`config.mk`:
```
export PLATFORM = sky130hd
export DESIGN_NAME = isoc_ts_gate
export DESIGN_NICKNAME = d
export VERILOG_FILES = /design/src/rtl/isoc_ts_pkg.sv /design/src/rtl/isoc_cycle_timer.sv /design/src/rtl/isoc_time_diff.sv /design/src/rtl/isoc_tx_stamper.sv /design/src/rtl/isoc_rx_gate.sv /design/src/rtl/isoc_ts_gate.sv
export SDC_FILE = /design/constraint.sdc
export NUM_CORES = 1
export LEC_CHECK = 0
export BUFFER_PORTS_ARGS = -buffer_cell sky130_fd_sc_hd__buf_2
export CELL_PAD_IN_SITES_DETAIL_PLACEMENT = 1
export CELL_PAD_IN_SITES_GLOBAL_PLACEMENT = 1
export CORE_MARGIN = 5
export CORE_UTILIZATION = 29
export CTS_CLUSTER_DIAMETER = 150
export DETAILED_ROUTE_END_ITERATION = 16
export GPL_ROUTABILITY_DRIVEN = 0
export HOLD_SLACK_MARGIN = 0.06
export PLACE_DENSITY_LB_ADDON = 0.3
export SYNTH_ARGS = -nofsm -noshare
export SYNTH_HDL_FRONTEND = slang
export SYNTH_SLANG_ARGS = --single-unit
```
`constraint.sdc`:
```
create_clock -name clk -period 8.3 [get_ports clk]
set_input_delay 0.415 -clock clk [delete_from_list [all_inputs] [get_ports clk]]
set_output_delay 0.415 -clock clk [all_outputs]
set_load 0.01 [all_outputs]
```
`src/rtl/isoc_ts_pkg.sv`:
```
package isoc_ts_pkg;
  // Width of the fine offset field and its rollover value (ticks per cycle).
  localparam int OFF_W   = 12;
  localparam int OFF_MOD = 3072;
  // The late window fine field counts in groups of 2**FINE_SH ticks.
  localparam int FINE_SH = 4;
  // Width of the configuration cycle fields.
  localparam int CFG_CW  = 8;
  localparam int WORD_W  = 16;

  typedef enum logic [1:0] {
    RX_IDLE = 2'd0,
    RX_WAIT = 2'd1,
    RX_OUT  = 2'd2
  } rx_state_e;
endpackage

```
`src/rtl/isoc_cycle_timer.sv`:
```
module isoc_cycle_timer
  import isoc_ts_pkg::*;
#(
  parameter int CNT_W = 13
) (
  input  logic                clk,
  input  logic                rst_n,
  input  logic                tick,
  input  logic                load_valid,
  input  logic [CNT_W-1:0]    load_cnt,
  input  logic [OFF_W-1:0]    load_off,
  input  logic                rd_hi,
  input  logic                rd_lo,
  output logic [CNT_W-1:0]    cnt_o,
  output logic [OFF_W-1:0]    off_o,
  output logic [WORD_W-1:0]   rd_data
);
  localparam logic [OFF_W-1:0] OFF_LAST = OFF_W'(OFF_MOD - 1);

  logic [CNT_W-1:0] cnt_q;
  logic [OFF_W-1:0] off_q;
  logic [OFF_W-1:0] snap_q;
  logic             wrap;

  assign wrap = (off_q == OFF_LAST);

  // Mixed-radix counter: the offset rolls over at 3072, which steps the count.
  always_ff @(posedge clk) begin
    if (!rst_n) begin
      cnt_q <= '0;
      off_q <= '0;
    end else if (load_valid) begin
      cnt_q <= load_cnt;
      off_q <= load_off;
    end else if (tick) begin
      if (wrap) begin
        off_q <= '0;
        cnt_q <= cnt_q + 1'b1;
      end else begin
        off_q <= off_q + 1'b1;
      end
    end
  end

  // Word-pair read: the high read captures the offset for the later low read.
  always_ff @(posedge clk) begin
    if (!rst_n) begin
      snap_q  <= '0;
      rd_data <= '0;
    end else if (rd_hi) begin
      snap_q  <= off_q;
      rd_data <= WORD_W'(cnt_q);
    end else if (rd_lo) begin
      rd_data <= WORD_W'(snap_q);
    end
  end

  assign cnt_o = cnt_q;
  assign off_o = off_q;
endmodule

```
`src/rtl/isoc_time_diff.sv`:
```
module isoc_time_diff
  import isoc_ts_pkg::*;
#(
  parameter int CNT_W = 13
) (
  input  logic [CNT_W-1:0]  now_cnt,
  input  logic [OFF_W-1:0]  now_off,
  input  logic [CNT_W-1:0]  ref_cnt,
  input  logic [OFF_W-1:0]  ref_off,
  input  logic [CFG_CW-1:0] win_cnt,
  input  logic [CFG_CW-1:0] win_fine,
  output logic              behind,
  output logic              late
);
  localparam int LIN_W = CNT_W + OFF_W;

  logic [OFF_W:0]   off_raw;
  logic             borrow;
  logic [OFF_W-1:0] off_d;
  logic [CNT_W-1:0] cnt_d;
  logic [LIN_W-1:0] diff_lin;
  logic [LIN_W-1:0] win_lin;

  // Field-wise subtraction: a negative offset difference borrows one cycle.
  always_comb begin
    off_raw = {1'b0, now_off} - {1'b0, ref_off};
    borrow  = off_raw[OFF_W];
    off_d   = borrow ? (off_raw[OFF_W-1:0] + OFF_W'(OFF_MOD)) : off_raw[OFF_W-1:0];
    cnt_d   = now_cnt - ref_cnt - CNT_W'(borrow);
  end

  // Flatten both quantities into ticks: x*3072 = (x<<11) + (x<<10).
  always_comb begin
    diff_lin = (LIN_W'(cnt_d) << 11) + (LIN_W'(cnt_d) << 10) + LIN_W'(off_d);
    win_lin  = (LIN_W'(win_cnt) << 11) + (LIN_W'(win_cnt) << 10)
             + (LIN_W'(win_fine) << FINE_SH);
  end

  // Behind by less than half the range counts as "behind"; else it is ahead.
  assign behind = ~cnt_d[CNT_W-1];
  assign late   = behind & (diff_lin > win_lin);
endmodule

```
`src/rtl/isoc_tx_stamper.sv`:
```
module isoc_tx_stamper
  import isoc_ts_pkg::*;
#(
  parameter int CNT_W = 13,
  parameter int TAG_W = 8
) (
  input  logic              clk,
  input  logic              rst_n,
  input  logic [CNT_W-1:0]  now_cnt,
  input  logic [OFF_W-1:0]  now_off,
  input  logic [CFG_CW-1:0] lead_cnt,
  input  logic [OFF_W-1:0]  lead_fine,
  input  logic [CFG_CW-1:0] win_cnt,
  input  logic [CFG_CW-1:0] win_fine,
  input  logic              s_valid,
  output logic              s_ready,
  input  logic [TAG_W-1:0]  s_tag,
  output logic              m_valid,
  input  logic              m_ready,
  output logic [TAG_W-1:0]  m_tag,
  output logic [CNT_W-1:0]  m_cnt,
  output logic [OFF_W-1:0]  m_off,
  output logic              m_empty,
  output logic              irq_late
);
  logic [OFF_W:0]   off_sum;
  logic             carry;
  logic [OFF_W-1:0] st_off;
  logic [CNT_W-1:0] st_cnt;
  logic             held_late;
  logic             held_behind;

  logic             v_q;
  logic [TAG_W-1:0] tag_q;
  logic [CNT_W-1:0] cnt_q;
  logic [OFF_W-1:0] off_q;
  logic             empty_q;
  logic             irq_q;

  // Stamp = now + lead, carrying from offset into count at 3072.
  always_comb begin
    off_sum = {1'b0, now_off} + {1'b0, lead_fine};
    carry   = (off_sum >= (OFF_W+1)'(OFF_MOD));
    st_off  = carry ? OFF_W'(off_sum - (OFF_W+1)'(OFF_MOD)) : off_sum[OFF_W-1:0];
    st_cnt  = now_cnt + CNT_W'(lead_cnt) + CNT_W'(carry);
  end

  isoc_time_diff #(.CNT_W(CNT_W)) u_late (
    .now_cnt  (now_cnt),
    .now_off  (now_off),
    .ref_cnt  (cnt_q),
    .ref_off  (off_q),
    .win_cnt  (win_cnt),
    .win_fine (win_fine),
    .behind   (held_behind),
    .late     (held_late)
  );

  assign s_ready = ~v_q | m_ready;

  always_ff @(posedge clk) begin
    if (!rst_n) begin
      v_q     <= 1'b0;
      tag_q   <= '0;
      cnt_q   <= '0;
      off_q   <= '0;
      empty_q <= 1'b0;
      irq_q   <= 1'b0;
    end else begin
      irq_q <= v_q & m_ready & empty_q;
      if (s_valid & s_ready) begin
        v_q     <= 1'b1;
        tag_q   <= s_tag;
        cnt_q   <= st_cnt;
        off_q   <= st_off;
        empty_q <= 1'b0;
      end else if (v_q & m_ready) begin
        v_q <= 1'b0;
      end else if (v_q & held_late) begin
        // Sticky: once late the slot goes out as an empty packet.
        empty_q <= 1'b1;
      end
    end
  end

  assign m_valid  = v_q;
  assign m_tag    = tag_q;
  assign m_cnt    = cnt_q;
  assign m_off    = off_q;
  assign m_empty  = empty_q;
  assign irq_late = irq_q;
endmodule

```
`src/rtl/isoc_rx_gate.sv`:
```
module isoc_rx_gate
  import isoc_ts_pkg::*;
#(
  parameter int CNT_W = 13,
  parameter int TAG_W = 8
) (
  input  logic              clk,
  input  logic              rst_n,
  input  logic [CNT_W-1:0]  now_cnt,
  input  logic [OFF_W-1:0]  now_off,
  input  logic [CFG_CW-1:0] win_cnt,
  input  logic [CFG_CW-1:0] win_fine,
  input  logic              s_valid,
  output logic              s_ready,
  input  logic [TAG_W-1:0]  s_tag,
  input  logic [CNT_W-1:0]  s_cnt,
  input  logic [OFF_W-1:0]  s_off,
  output logic              m_valid,
  input  logic              m_ready,
  output logic [TAG_W-1:0]  m_tag,
  output logic              irq_late
);
  rx_state_e        st_q;
  logic [TAG_W-1:0] tag_q;
  logic [CNT_W-1:0] cnt_q;
  logic [OFF_W-1:0] off_q;
  logic             irq_q;
  logic             in_behind;
  logic             in_late;
  logic             hit;

  // Lateness of the packet being offered, judged at acceptance.
  isoc_time_diff #(.CNT_W(CNT_W)) u_in (
    .now_cnt  (now_cnt),
    .now_off  (now_off),
    .ref_cnt  (s_cnt),
    .ref_off  (s_off),
    .win_cnt  (win_cnt),
    .win_fine (win_fine),
    .behind   (in_behind),
    .late     (in_late)
  );

  assign hit     = (now_cnt == cnt_q) && (now_off == off_q);
  assign s_ready = (st_q == RX_IDLE);
  assign m_valid = (st_q == RX_OUT);

  always_ff @(posedge clk) begin
    if (!rst_n) begin
      st_q  <= RX_IDLE;
      tag_q <= '0;
      cnt_q <= '0;
      off_q <= '0;
      irq_q <= 1'b0;
    end else begin
      irq_q <= 1'b0;
      unique case (st_q)
        RX_IDLE: begin
          if (s_valid) begin
            if (in_late) begin
              irq_q <= 1'b1;
            end else begin
              tag_q <= s_tag;
              cnt_q <= s_cnt;
              off_q <= s_off;
              st_q  <= in_behind ? RX_OUT : RX_WAIT;
            end
          end
        end
        RX_WAIT: if (hit) st_q <= RX_OUT;
        RX_OUT:  if (m_ready) st_q <= RX_IDLE;
        default: st_q <= RX_IDLE;
      endcase
    end
  end

  assign m_tag    = tag_q;
  assign irq_late = irq_q;
endmodule

```
`src/rtl/isoc_ts_gate.sv`:
```
module isoc_ts_gate
  import isoc_ts_pkg::*;
#(
  parameter int CNT_W = 13,
  parameter int TAG_W = 8
) (
  input  logic              clk,
  input  logic              rst_n,
  input  logic              tick,
  input  logic              load_valid,
  input  logic [CNT_W-1:0]  load_cnt,
  input  logic [11:0]       load_off,
  input  logic              rd_hi,
  input  logic              rd_lo,
  output logic [15:0]       rd_data,
  output logic [CNT_W-1:0]  cyc_cnt,
  output logic [11:0]       cyc_off,
  input  logic [7:0]        cfg_tx_off_cnt,
  input  logic [11:0]       cfg_tx_off_fine,
  input  logic [7:0]        cfg_win_cnt,
  input  logic [7:0]        cfg_win_fine,
  input  logic              s_tx_valid,
  output logic              s_tx_ready,
  input  logic [TAG_W-1:0]  s_tx_tag,
  output logic              m_tx_valid,
  input  logic              m_tx_ready,
  output logic [TAG_W-1:0]  m_tx_tag,
  output logic [CNT_W-1:0]  m_tx_stamp_cnt,
  output logic [11:0]       m_tx_stamp_off,
  output logic              m_tx_empty,
  input  logic              s_rx_valid,
  output logic              s_rx_ready,
  input  logic [TAG_W-1:0]  s_rx_tag,
  input  logic [CNT_W-1:0]  s_rx_stamp_cnt,
  input  logic [11:0]       s_rx_stamp_off,
  output logic              m_rx_valid,
  input  logic              m_rx_ready,
  output logic [TAG_W-1:0]  m_rx_tag,
  output logic              irq_tx_late,
  output logic              irq_rx_late
);
  logic [CNT_W-1:0] now_cnt;
  logic [OFF_W-1:0] now_off;

  isoc_cycle_timer #(.CNT_W(CNT_W)) u_timer (
    .clk        (clk),
    .rst_n      (rst_n),
    .tick       (tick),
    .load_valid (load_valid),
    .load_cnt   (load_cnt),
    .load_off   (load_off),
    .rd_hi      (rd_hi),
    .rd_lo      (rd_lo),
    .cnt_o      (now_cnt),
    .off_o      (now_off),
    .rd_data    (rd_data)
  );

  isoc_tx_stamper #(.CNT_W(CNT_W), .TAG_W(TAG_W)) u_tx (
    .clk       (clk),
    .rst_n     (rst_n),
    .now_cnt   (now_cnt),
    .now_off   (now_off),
    .lead_cnt  (cfg_tx_off_cnt),
    .lead_fine (cfg_tx_off_fine),
    .win_cnt   (cfg_win_cnt),
    .win_fine  (cfg_win_fine),
    .s_valid   (s_tx_valid),
    .s_ready   (s_tx_ready),
    .s_tag     (s_tx_tag),
    .m_valid   (m_tx_valid),
    .m_ready   (m_tx_ready),
    .m_tag     (m_tx_tag),
    .m_cnt     (m_tx_stamp_cnt),
    .m_off     (m_tx_stamp_off),
    .m_empty   (m_tx_empty),
    .irq_late  (irq_tx_late)
  );

  isoc_rx_gate #(.CNT_W(CNT_W), .TAG_W(TAG_W)) u_rx (
    .clk      (clk),
    .rst_n    (rst_n),
    .now_cnt  (now_cnt),
    .now_off  (now_off),
    .win_cnt  (cfg_win_cnt),
    .win_fine (cfg_win_fine),
    .s_valid  (s_rx_valid),
    .s_ready  (s_rx_ready),
    .s_tag    (s_rx_tag),
    .s_cnt    (s_rx_stamp_cnt),
    .s_off    (s_rx_stamp_off),
    .m_valid  (m_rx_valid),
    .m_ready  (m_rx_ready),
    .m_tag    (m_rx_tag),
    .irq_late (irq_rx_late)
  );

  assign cyc_cnt = now_cnt;
  assign cyc_off = now_off;
endmodule

```
# Word level (Yosys, flattened, before mapping)

Index checks and enable logic that the tools add are counted.

Div/mod/pow operators: 0
Reductions and logical operators: 12
Equality and inequality tests: 9
Magnitude comparators: 3
Shift-type cells: 0
Multiply operators: 0
Add/sub/neg operators: 20
Mux-type cells: 20
Bitwise operators: 13

Operators by type and width:

| cell                     | number |
|---|---|
| $add A25 B12 Y25         | 3 |
| $mux W12                 | 6 |
| $mux W13                 | 5 |
| $add A24 B23 Y25         | 2 |
| $gt A25 B25 Y1           | 2 |
| $sub A12 B12 Y13         | 2 |
| $sub A13 B1 Y13          | 2 |
| $sub A13 B13 Y13         | 2 |
| $add A12 B12 Y12 const B | 2 |
| $add A19 B18 Y20         | 1 |
| $add A12 B12 Y13         | 1 |
| $add A13 B1 Y13          | 1 |
| $add A13 B1 Y13 const B  | 1 |
| $add A13 B8 Y13          | 1 |
| $eq A13 B13 Y1           | 1 |
| $ge A13 B12 Y1 const B   | 1 |
| $add A12 B1 Y12 const B  | 1 |
| $eq A12 B12 Y1           | 1 |
| $eq A12 B12 Y1 const B   | 1 |
| $sub A12 B12 Y12 const B | 1 |
| $mux W2                  | 5 |
| $reduce_bool A2 Y1       | 4 |
| $and A1 B1 Y1            | 6 |
| $not A1 Y1               | 6 |
| other kinds (13)         | 19 |

Output and inout port bits: 89
Logic and storage cells: 92
Input port bits: 112
Bits in registers: 122
ROM bits: 0
Latch bits: 0
Memories: 0
Bits in writable memories: 0

# Longest topological paths before layout

Gate-level depths: netlist of run 1.

Depth after elaboration: 9
Mapped depth: 38
Gate-level depth less buffers: 37

# Hierarchy

Synthesis of run 1 repeated with hierarchy kept, for this count alone.

Cells, all modules: 1534
Area total of the unflattened synthesis: 12613.3 µm²

By module, submodules not included:

| module                        | cells an instance | area an instance (µm²) | seq. area each (µm²) | instances |
|---|---|---|---|---|
| isoc_time_diff at u_rx.u_in   | 396               | 3039.2                 | 0.0                  | 1 |
| isoc_time_diff at u_tx.u_late | 386               | 3039.2                 | 0.0                  | 1 |
| isoc_cycle_timer              | 304               | 2561.2                 | 1001.0               | 1 |
| isoc_tx_stamper               | 253               | 2296.0                 | 720.7                | 1 |
| isoc_rx_gate                  | 195               | 1677.9                 | 720.7                | 1 |

# Worst setup path after synthesis of run 1

No wires, ideal clock.

Kind: register to register
Start point: register u_timer.off_q[0], in the netlist u_timer.off_o[0]
End point: register u_rx.cnt_q[0]
Cell stages (with the launch flop): 37
Path buffers: 1
Setup slack: 0.354 ns
Clock period less this slack: 7.946 ns
Setup time: 0.072 ns
Arrival: 7.875 ns
Data required time: 8.228 ns
Path through: dfxtp_1 > inv_1 > ha_1 > fa_1 > nor2b_1 > o21ai_0 > a21o_1 > a21oi_1 > a311o_1 > a21oi_1 > o21ai_0 > fa_1 > inv_1 > ha_1 > nor2_1 > fa_1 > a21boi_0 > nor3_1 > o31ai_1 > xor2_1 > xor2_1 > ha_1 > a21o_1 > a21o_1 > a21oi_1 > and2_1 > xnor2_1 > ha_1 > a21oi_1 > o21ai_0 > a211oi_1 > o211ai_1 > o211a_1 > or4_4 > o2bb2ai_4 > buf_12 > mux2i_1

Cells in the longest elaborated chain, start to end: 8
Elaborated cells on any way between the ends: 11
Classes of those cells: 5 x add/sub; 1 x order compare; 1 x mux; 3 x bitwise; 1 x reduce/logical

Ends and longest elaborated chain:

| element                                             | line                                       | RTL |
|---|---|---|
| from (decl)                                         | isoc_cycle_timer.sv:21                     | `logic [OFF_W-1:0] off_q;` |
| from (signal assigned)                              | isoc_cycle_timer.sv:34                     | `off_q <= load_off;` |
| from (signal assigned)                              | isoc_cycle_timer.sv:40                     | `off_q <= off_q + 1'b1;` |
| $sub A12 B12 Y13 *                                  | isoc_time_diff.sv:26                       | `off_raw = {1'b0, now_off} - {1'b0, ref_off};` |
| $sub A13 B1 Y13 or $add A12 B12 Y12 (tied branches) | isoc_time_diff.sv:29, isoc_time_diff.sv:28 |  |
| $add A24 B23 Y25 or $mux W12 (tied branches)        | isoc_time_diff.sv:34, isoc_time_diff.sv:28 |  |
| $add A25 B12 Y25                                    | isoc_time_diff.sv:34                       | `diff_lin = (LIN_W'(cnt_d) << 11) + (LIN_W'(cnt_d) << 10) + LIN_W'(off_d);` |
| $gt A25 B25 Y1                                      | isoc_time_diff.sv:41                       | `assign late = behind & (diff_lin > win_lin);` |
| $and A1 B1 Y1 *                                     | isoc_time_diff.sv:41                       |  |
| $not A1 Y1 (no line) *                              | --                                         |  |
| $reduce_and A3 Y1 (no line) *                       | --                                         |  |
| to (signal assigned)                                | isoc_rx_gate.sv:64                         | `cnt_q <= s_cnt;` |
| to (decl)                                           | isoc_rx_gate.sv:25                         | `logic [CNT_W-1:0] cnt_q;` |

Mark *: on every way between the ends. The rest lies on a longest branch, timed or not.
A chain may end at the register's enable or synchronous reset.

# Worst setup path after layout of run 1

Start point: register u_timer.off_q[0], in the netlist u_timer.off_o[0]
End point: register u_rx.cnt_q[4]

Same word-level chain as after synthesis.

==> results of run 1 <==
[layout make-up]
| type | instances | area, um2 |
|---|---|---|
| diodes | 6 | 15.0 |
| clock buffers | 19 | 453 |
| clock inverters | 12 | 173 |
| fillers | 5015 | 26300 |
| inverters | 142 | 533 |
| multi-input cells | 1147 | 8660 |
| flip-flops and latches | 122 | 2440 |
| well taps | 532 | 666 |
| repair buffers | 231 | 1310 |
[power by group through the flow]
stage / clock (mW) / sequential [mW] / combinational (mW)
after detailed placement: 0 / 0.745 / 2.83
after global placement: 0 / 0.745 / 2.74
after global routing: 0.849 / 0.743 / 3.27
after CTS: 0.826 / 0.734 / 2.86
final: 0.810 / 0.735 / 2.92
after floorplan: 0 / 0.739 / 2.11
[flip-flops by register name, summed over array words and instances (netlist names), 2 cells and up]
signal	count
u_rx.cnt_q	13
u_timer.cnt_o	13
u_timer.rd_data	13
u_tx.m_cnt	13
u_rx.off_q	12
u_timer.off_o	12
u_timer.snap_q	12
u_tx.m_off	12
u_rx.m_tag	8
u_tx.m_tag	8
u_rx.st_q	2
[metrics by stage]
stage	setup TNS, ns	utilization, %	instances
2_1_floorplan	0	-	1462
3_3_place_gp	0	33.2	2167
3_5_place_dp	-5.87	33.2	2167
4_1_cts	0	34.7	2199
5_1_grt	-0.00627	35.1	2210
6_report	0	35.1	2211
[worst paths after layout]
kind | to | slack, ns | cells past startpoint
max | u_rx.cnt_q[4] | 0.47 | 38
min reg2reg | u_rx.m_tag[0] | 0.46 | 2
max reg2reg | u_rx.cnt_q[4] | 0.47 | 38
min | u_tx.m_tag[4] | 0.20 | 2
[cell families (layout without fill, tap and decap cells)]
family | count (synthesis) | after routing | share of synthesized area [%]
mux | 61 | 61 | 5.19
fa+ha+maj | 194 | 194 | 21.5
xor+xnor | 132 | 132 | 9.78
other cells | 1 | 9 | 0.0317
compound gates | 318 | 318 | 17.7
buf+inv | 193 | 404 | 6.65
flops | 122 | 122 | 20.7
simple gates | 439 | 439 | 18.5
[worst max-delay path: cells and delay by family, from the launching register on]
| kind | cells | cell delay [ns] |
|---|---|---|
| adder cells (fa/ha/maj) | 9 | 2.96 |
| AO/OA/AOI/OAI | 15 | 2.52 |
| AND/OR/NAND/NOR | 6 | 0.95 |
| buffers and inverters | 6 | 0.65 |
| flip-flops | 1 | 0.34 |
| multiplexers | 1 | 0.20 |
| XOR/XNOR | 1 | 0.17 |
[cells in the final DEF, fill, tap and decap left out, types with 5 or more instances in the layout]
cell type and instances:
buf_2 196, ha_1 178, nand2_1 149, inv_1 141, dfxtp_1 122, xnor2_1 90, o21ai_0 87, a21oi_1 70
nor2_1 67, mux2i_1 59, xor2_1 41, and2_1 40, nor3_1 33, buf_4 30, nor2b_1 27, nand3_1 27
a21o_1 25, nand2b_1 22, nand4_1 19, clkbuf_16 19, fa_1 14, or3_1 13, a211oi_1 12, o22ai_1 11
a22o_1 9, o21a_1 8, o211ai_1 8, o21bai_1 8, and3_1 8, o211a_1 7, diode_2 6, a21boi_0 6
nor3b_1 6, or2_2 5, a31oi_1 5, o31ai_1 5, nor4_1 5
[per-layer routing]
layer  vias to the layer above  track usage [%]  part of all wire, %
li1                       5502                -                    -
met1                      5410             24.2                   46
met2                       204             30.8                   48
met3                        41             2.30                  3.3
met4                         2             5.24                  1.9
met5                         -                0                0.026
[repair_timing]
action	in CTS	in global routing
cloned	0	3
endpoints found under the hold margin	0	0
setup endpoints to repair	33	36
pin swaps	1	8
setup buffers	1	3
gates resized for setup	2	16
==> results.md, run 1 <==
* Area delta synth->final at 20.5%
* CORE AREA at 40600 um2
* Flops & latches, synth at 122
* Vias at 11200
* Critical Path AT at 8.19 ns
* Detailed Routing Iterations Pass 1 at 4
* Endpoint class of the critical path: register
* Slew HR at 24.1%
* # nets final at 1966
* Syn Std Cell Area at 11800 um2
* Worst setup margin at 0.465 ns
* Fmax at 128 MHz
* Ports at 201
* Antenna violations before repair at 7
* Clk pin slew, worst setup/hold paths at 0.06 ns
* Total Routing Usage GR at 18.1%
* Antenna Nets Post-Route at 0
* Final instance area at 14200 um2
* Synth Instances at 1460
* Power Dens Cells at 314 nW/um2
* Avg Cell Area, Syn at 8.10 um2
* Hold_buf cts at 0
* CTS tree: yes
* Critical Path RT at 8.65 ns
* CTS buffer count at 17
* H-tree Lvls at 4
* Clock share of power at 18.1%
* Leading area contributor after synthesis: dfxtp_1
* Min Hold Slack at 0.198 ns
* Critical path's largest stage delay at 0.53 ns
* Initial core utilization at 29.1%
* Die area at 44900 um2
* Largest net degree at the start of global routing at 68
* Post-DP HPWL at 34700 um
* Most common cell in the synthesized netlist: ha_1
* Seq pwr share at 16.5%
* YS warnings at 0
* Pre-CTS setup slack at -0.203 ns
* Count of cell types in the netlist at 76
* Status: complete, no violations
* Net Sw Power at 1.95 mW
* Worst hold start: s_tx_tag[4]
* LEAKAGE at 6.67 nW
* WL per Instance at 19.3 um
* Main synth FF type: dfxtp_1
* Die Ht at 212 um
* Worst vdd rail ir drop at 0.000137 V
* Leading post-synthesis cells by cell area: dfxtp_1 (21%), ha_1 (19%), xnor2_1 (6.7%), mux2i_1 (5.0%), nand2_1 (4.7%)
* Clk sinks at 122
* EDFF count, synth at 0
* CP max stage cell: or4_4
* Tmin final at 7.83 ns
* Worst setup path start: u_timer.off_o[0]
* Yosys top cell area share at 20.7%
* Final Cycle Share at 94.4%
* Slew at the pin closest to its max-slew limit at 1.14 ns
* Worst hold path type: input pin to register
* Seq/Total Area, Yosys at 20.7%
* Skew final at 0.0185 ns
* First DRT Iteration DRCs at 489
* Vias per cell at 5.05
* Startpoint Class: register
* Die width at 212 um
* Post-synth ARST share at 0%
* WS Path Type: register to register
* GRT overflow at 0
* Clock Tree Buf Depth at 2
* Fraction of layout cells with a size suffix above 1 at 17.3%
* Std cell rows at 74
* Worst-path fanout max at 8
* Synth cell count leaders: ha_1 (178), nand2_1 (149), inv_1 (142), dfxtp_1 (122), o21ai_0 (92)
* Final Max Tran Viols at 0
* Setup violation total in the final timing report at 0
* Switch share at 43.8%
* DP Area at 13400 um2
* IO buf count at 197
* First-pass GRT wire length at 63800 um
* Total Power at 4.47 mW
* Max Cap Viol at 0
* Later-pin clock latency in the skew report at 0.43 ns
* Root Driver: clkbuf_16
* Final Hold Vio Count at 0
* DRC viols at 0
* FF-to-FF Start: u_timer.off_o[0]
* Combinational power share at 65.4%
* Final WL at 42700 um
* Vias in the first global route at 11400
* Int Pwr at 2.51 mW
(Power assumes the default switching activity.)
==> run 2, diff against run 1 <==
CTS_CLUSTER_SIZE = 24   (was default)
RECOVER_POWER = 50   (was default)
SLEW_MARGIN = 20   (was default)
==> run 2 against run 1 <==
Against the previous run:
- the flow now finishes with violations (capacitance limit, slew limit)
- utilization down 0.23 points
- via count rose by 0.23%
- wire length barely moved
- flip-flop and latch count is the same
==> results.md, run 2 (synthesis results as in run 1) <==
* Power Dens Cells at 315 nW/um2 (+0.47%)
* Final Cycle Share at 94.4% (about the same)
* DP Area at 13400 um2 (unchanged)
* Post-DP HPWL at 34700 um (unchanged)
* Stages on worst setup path at 38 (unchanged)
* Root Driver: clkbuf_16
* Final Max Tran Viols at 166 (+166)
* Skew final at 0.0179 ns (-0.000559 ns)
* Antenna violations before repair at 7 (unchanged)
* Worst-path fanout max at 8 (unchanged)
* Total Power at 4.46 mW (-0.20%)
* Worst hold path type: input pin to register
* Max Cap Viol at 3 (+3)
* Die width at 212 um (unchanged)
* CTS tree: yes
* Antenna Nets Post-Route at 0 (unchanged)
* Later-pin clock latency in the skew report at 0.43 ns (about the same)
* Vias per cell at 5.06 (+0.23%)
* Final instance area at 14200 um2 (-0.66%)
* Final Hold Vio Count at 0 (unchanged)
* CP Buf/Inv Count at 6 (unchanged)
* DRC viols at 0 (unchanged)
* Die Ht at 212 um (unchanged)
* Slew at the pin closest to its max-slew limit at 2.77 ns (+1.64 ns)
* Worst vdd rail ir drop at 0.000137 V (about the same)
* # nets final at 1966 (unchanged)
* Largest net degree at the start of global routing at 68 (unchanged)
* R2R Path End: u_rx.cnt_q[4]
* Vias at 11200 (+0.23%)
* Slew HR at -85.0% (-110 points)
* Setup TNS at 0 ns (unchanged)
* Vias in the first global route at 11400 (unchanged)
* Endpoint class of the critical path: register
* Hold_buf cts at 0 (unchanged)
* R2r setup slk at 0.47 ns (about the same)
* Failing checks: capacitance limit, slew limit
* Clk pin slew, worst setup/hold paths at 0.06 ns (about the same)
* First DRT Iteration DRCs at 478 (-2.2%)
* Initial core utilization at 29.1% (unchanged)
* Clk sinks at 122 (unchanged)
* Worst setup path start: u_timer.off_o[0]
* CORE AREA at 40600 um2 (unchanged)
* Reg2Reg Depth at 38 (unchanged)
* Ports at 201 (unchanged)
* Clock Tree Buf Depth at 2 (unchanged)
* LEAKAGE at 6.38 nW (-4.3%)
* Area delta synth->final at 19.7%
* Filler Cell Count at 5050 (+0.70%)
* CP max stage cell: or4_4
* Detailed Routing Iterations Pass 1 at 4 (unchanged)
* WS Path Type: register to register
* Status: finished, violations left
* Startpoint Class: register
* First-pass GRT wire length at 63800 um (unchanged)
* Die area at 44900 um2 (unchanged)
* Most common cell after layout, fill and taps aside: ha_1
* Fraction of layout cells with a size suffix above 1 at 13.2% (-4.1 points)
* Critical Path RT at 8.65 ns (about the same)
* WL per Instance at 19.3 um (about the same)
* Final WL at 42700 um (about the same)
* Setup violation total in the final timing report at 0 (unchanged)
* Fmax at 128 MHz (about the same)
* FF-to-FF Start: u_timer.off_o[0]
* Critical path's largest stage delay at 0.53 ns (about the same)
* Crit path capture: u_rx.cnt_q[4]
* Worst setup margin at 0.465 ns (-0.0000860 ns)
* IO buf count at 197 (unchanged)
* Most frequent cells in the layout: ha_1 (178), nand2_1 (149), inv_1 (141)
* GRT overflow at 0 (unchanged)
* H-tree Lvls at 4 (unchanged)
* Std cell rows at 74 (unchanged)
* CP top delay family: adder cells
* Pre-CTS setup slack at -0.203 ns (unchanged)
* CTS buffer count at 17 (unchanged)
* Critical Path AT at 8.18 ns (about the same)
* Tmin final at 7.83 ns (+0.0000860 ns)
* Total Routing Usage GR at 18.1% (unchanged)
run 2: what timing repair did:
| item | 4_1_cts | 5_1_grt |
|---|---|---|
| gates resized for setup | 2 | 16 |
| setup buffers | 1 | 3 |
| setup endpoints to repair | 33 | 36 |
| endpoints found under the hold margin | 0 | 0 |
| pin swaps | 1 | 8 |
| gates cloned | 0 | 3 |
run 2: power breakdown:
part	switching, mW	internal [mW]
combinational	1.59	1.33
clock	0.295	0.515
sequential	0.0738	0.662
run 2: worst min path at each step:
stage                     slack, ns           from  depth (start not counted)            end
final                          0.20    s_tx_tag[4]                          2  u_tx.m_tag[4]
after global routing           0.19    s_tx_tag[5]                          2  u_tx.m_tag[5]
after floorplan                0.45  u_rx.off_q[7]                          2  u_rx.off_q[7]
after detailed placement       0.46  u_rx.m_tag[4]                          2  u_rx.m_tag[4]
after CTS                      0.18    s_tx_tag[4]                          2  u_tx.m_tag[4]
after global placement         0.44  u_rx.m_tag[4]                          2  u_rx.m_tag[4]
run 2: stage by stage:
step / hold WS, ns / cells / utilization, %
final: 0.198 / 2211 / 34.9
after global routing: 0.193 / 2210 / 34.9
after CTS: 0.180 / 2199 / 34.7
after detailed placement: 0.457 / 2167 / 33.2
after global placement: 0.439 / 2167 / 33.2
after floorplan: 0.446 / 1462 / -
run 2: metal layers:
layer	vias to the layer above	track usage, %	wire, um	part of all wire, %
li1	5503	-	-	-
met1	5436	24.2	19600	46
met2	207	30.8	20800	49
met3	37	2.30	1490	3.5
met4	2	5.24	760	1.8
met5	-	0	11	0.026
run 2: final cells by class:
| type | count | area, um2 | share of cell area, % |
|---|---|---|---|
| multi-input combinational | 1147 | 8660 | 61.2 |
| sequential | 122 | 2440 | 17.3 |
| timing repair buffer | 231 | 1210 | 8.58 |
| tap | 532 | 666 | 4.70 |
| inverter | 142 | 533 | 3.77 |
| clock buffer | 19 | 453 | 3.20 |
| clock inverter | 12 | 173 | 1.22 |
| antenna | 6 | 15.0 | 0.106 |
==> run 3, diff against run 2 <==
ABC_AREA = 1   (was default)
==> run 3 against run 2 <==
Against the previous run:
- the flow still finishes with violations (capacitance limit, slew limit)
- synthesized area is 6.5% higher
- worst setup slack gained 0.32 ns
- sequential power is 3.8% higher
- clock skew down 0.0055 ns
- wire length grew 11%
- register-to-register slack better by 0.32 ns
- count of clock-buffer cells in the layout is 1 lower
- design area up 3.6%
- clock power shrank 4.4%
- sequential share of layout area is 0.60 points lower
- power up 11%
- flip-flop and latch count is the same
- highest routed layer unchanged
==> results.md, run 3 <==
* Count of cell types in the netlist at 49 (-36%)
* Final Max Tran Viols at 33 (-80%)
* Antenna violations before repair at 2 (-5)
* Status: finished, violations left
* Final Cycle Share at 90.5% (-3.9 points)
* Main synth FF type: dfxtp_1
* RSZ-0062 raised after global routing: false
* Clk pin slew, worst setup/hold paths at 0.06 ns (about the same)
* Synth Instances at 1897 (+30%)
* Setup violation total in the final timing report at 0 (unchanged)
* Post-DP HPWL at 39200 um (+13%)
* Slew HR at -36.7% (+48 points)
* Failing checks: capacitance limit, slew limit
* Layout Cells excl Fill at 2679 (+21%)
* DP Area at 14200 um2 (+5.4%)
* Worst-path fanout max at 66 (+58)
* Die Ht at 218 um (+3.1%)
* Fmax at 133 MHz (+4.3%)
* CP most frequent cell: nand2_1
* Final instance area at 14700 um2 (+3.6%)
* DRC viols at 0 (unchanged)
* Syn Std Cell Area at 12600 um2 (+6.5%)
* YS warnings at 0 (unchanged)
* Most common cell in the synthesized netlist: nand2_1
* Tmin final at 7.51 ns (-0.322 ns)
* Avg Cell Area, Syn at 6.64 um2 (-18%)
* H-tree Lvls at 4 (unchanged)
* Root Driver: clkbuf_16
* Vias at 13000 (+16%)
* Total Power at 4.96 mW (+11%)
* Post-synth ARST share at 0% (unchanged)
* Critical Path AT at 7.83 ns (-0.35 ns)
* Skew final at 0.0125 ns (-0.00547 ns)
* Vias per cell at 4.84 (-4.3%)
* Antenna Nets Post-Route at 0 (unchanged)
* CTS buffer count at 17 (unchanged)
* Fraction of layout cells with a size suffix above 1 at 10.1% (-3.1 points)
* Clk sinks at 122 (unchanged)
* Die width at 218 um (+3.1%)
* LEAKAGE at 7.51 nW (+18%)
* Filler Cell Count at 5602 (+11%)
* Worst hold start: s_tx_tag[5]
* Worst hold path type: input pin to register
* CORE AREA at 43000 um2 (+6.0%)
* Setup TNS at 0 ns (unchanged)
* Core Util, Final at 34.1% (-0.78 points)
* Placed instance count at 2647 (+22%)
* Seq/Total Area, Yosys at 19.4% (-1.3 points)
* Die area at 47700 um2 (+6.2%)
* CP max stage cell: buf_4
* FF-to-FF Start: u_timer.off_o[1]
* Largest net degree at the start of global routing at 68 (unchanged)
* Ports at 201 (unchanged)
* Leading post-synthesis cells by cell area: dfxtp_1 (19%), ha_1 (18%), nand2_1 (12%), inv_1 (9.7%), nand3_1 (5.4%)
* Detailed Routing Iterations Pass 1 at 5 (+1)
* Yosys top cell area share at 19.4% (-1.3 points)
* Most common cell after layout, fill and taps aside: nand2_1
* Critical path's largest stage delay at 0.63 ns (+0.10 ns)
* Flops & latches, synth at 122 (unchanged)
* First DRT Iteration DRCs at 570 (+19%)
* First-pass GRT wire length at 74000 um (+16%)
* Hold_buf cts at 0 (unchanged)
* Endpoint class of the critical path: register
* Total Routing Usage GR at 19.7% (+1.5 points)
* Final Hold Vio Count at 0 (unchanged)
* Most frequent cells in the layout: nand2_1 (417), inv_1 (326), ha_1 (178)
* Clock Tree Buf Depth at 2 (unchanged)
* Power Dens Cells at 338 nW/um2 (+7.3%)
* Post-CTS Setup Repair Bufs at 0 (-1)
* Vias in the first global route at 13400 (+17%)
* Area delta synth->final at 16.4%
* Initial core utilization at 29.3% (+0.15 points)
* IO buf count at 197 (unchanged)
* Startpoint Class: register
* Synth cell count leaders: nand2_1 (417), inv_1 (326), ha_1 (178), nor2_1 (137), nand3_1 (135)
* GRT overflow at 0 (unchanged)
* Max Cap Viol at 1 (-2)
* Critical Path RT at 8.62 ns (-0.03 ns)
* Later-pin clock latency in the skew report at 0.43 ns (about the same)
* Leading area contributor after synthesis: dfxtp_1
* CTS tree: yes
* WL per Instance at 17.8 um (-8.0%)
* Std cell rows at 76 (+2.7%)
* Final WL at 47600 um (+11%)
* Worst vdd rail ir drop at 0.000170 V (+23%)
* Slew at the pin closest to its max-slew limit at 2.05 ns (-0.724 ns)
* # nets final at 2386 (+21%)
* WS Path Type: register to register
* EDFF count, synth at 0 (unchanged)
* Worst setup path start: u_timer.off_o[1]
* Diode count at 0 (-6)
==> run 3: changes by cell type after synthesis, moves of 22 or more <==
cell / delta
nor2b_1: -27
mux2i_1: -59
nand2b_1: -22
xor2_1: +36
a21oi_1: +53
nand2_1: +268
nor2_1: +70
xnor2_1: -53
inv_1: +184
nand3_1: +108
and2_1: -40
==> run 3: what timing repair did <==
action / CTS / global route
gates resized for setup: 0 / 1
setup endpoints to repair: 0 / 1
hold endpoints to repair: 0 / 0
==> run 3: report_power, final <==
part / switching [mW] / total (mW) / internal [mW]
Sequential: 0.0872 / 0.764 / 0.677
Clock: 0.317 / 0.775 / 0.457
Combinational: 2.13 / 3.42 / 1.28
==> run 3: critical path, delay by kind of cell, from the launching register on <==
family                   cells  cell delay (ns)
AO/OA/AOI/OAI                4             0.51
XOR/XNOR                     3             0.60
adder cells (fa/ha/maj)      6             2.17
buffers and inverters        8             1.33
flip-flops                   1             0.56
AND/OR/NAND/NOR             24             2.21
==> run 3: path summary, 6_finish.rpt <==
kind | slack, ns | end | cells past startpoint
min reg2reg | 0.46 | u_tx.irq_late | 2
max reg2reg | 0.79 | u_rx.off_q[4] | 45
max | 0.79 | u_rx.off_q[4] | 45
min | 0.19 | u_tx.m_tag[5] | 2
==> run 3: per-stage QoR <==
stage	worst slack [ns]	hold slack, ns
6_report	0.788	0.195
5_1_grt	0.0266	0.192
4_1_cts	0.701	0.178
3_5_place_dp	0.729	0.456
3_3_place_gp	0.810	0.444
2_1_floorplan	1.94	0.442
==> run 3: layout make-up <==
class | instances | area, um2 | area share [%]
Multi-Input combinational cell | 1394 | 8630 | 58.9
Sequential cell | 122 | 2440 | 16.7
Inverter | 330 | 1240 | 8.45
Timing Repair Buffer | 216 | 1020 | 6.94
Tap cell | 585 | 732 | 4.99
Clock buffer | 18 | 439 | 3.00
Clock inverter | 14 | 161 | 1.10
==> run 3: per-layer routing <==
metal	vias to the layer above	track usage (%)	wire length, um
met5	-	0	21
met1	6196	24.8	21400
met3	65	3.45	1900
met2	208	34.5	23100
li1	6500	-	-
met4	4	5.53	1160
==> run 3: kinds of logic (layout without fill, tap and decap cells) <==
family | after synthesis | in the layout | synth area share (%)
compound gates | 318 | 318 | 14.8
xor+xnor | 115 | 115 | 8.00
fa+ha+maj | 193 | 193 | 20.1
buf+inv | 383 | 578 | 12.2
flops | 122 | 122 | 19.4
other cells | 1 | 3 | 0.0298
simple gates | 765 | 765 | 25.5
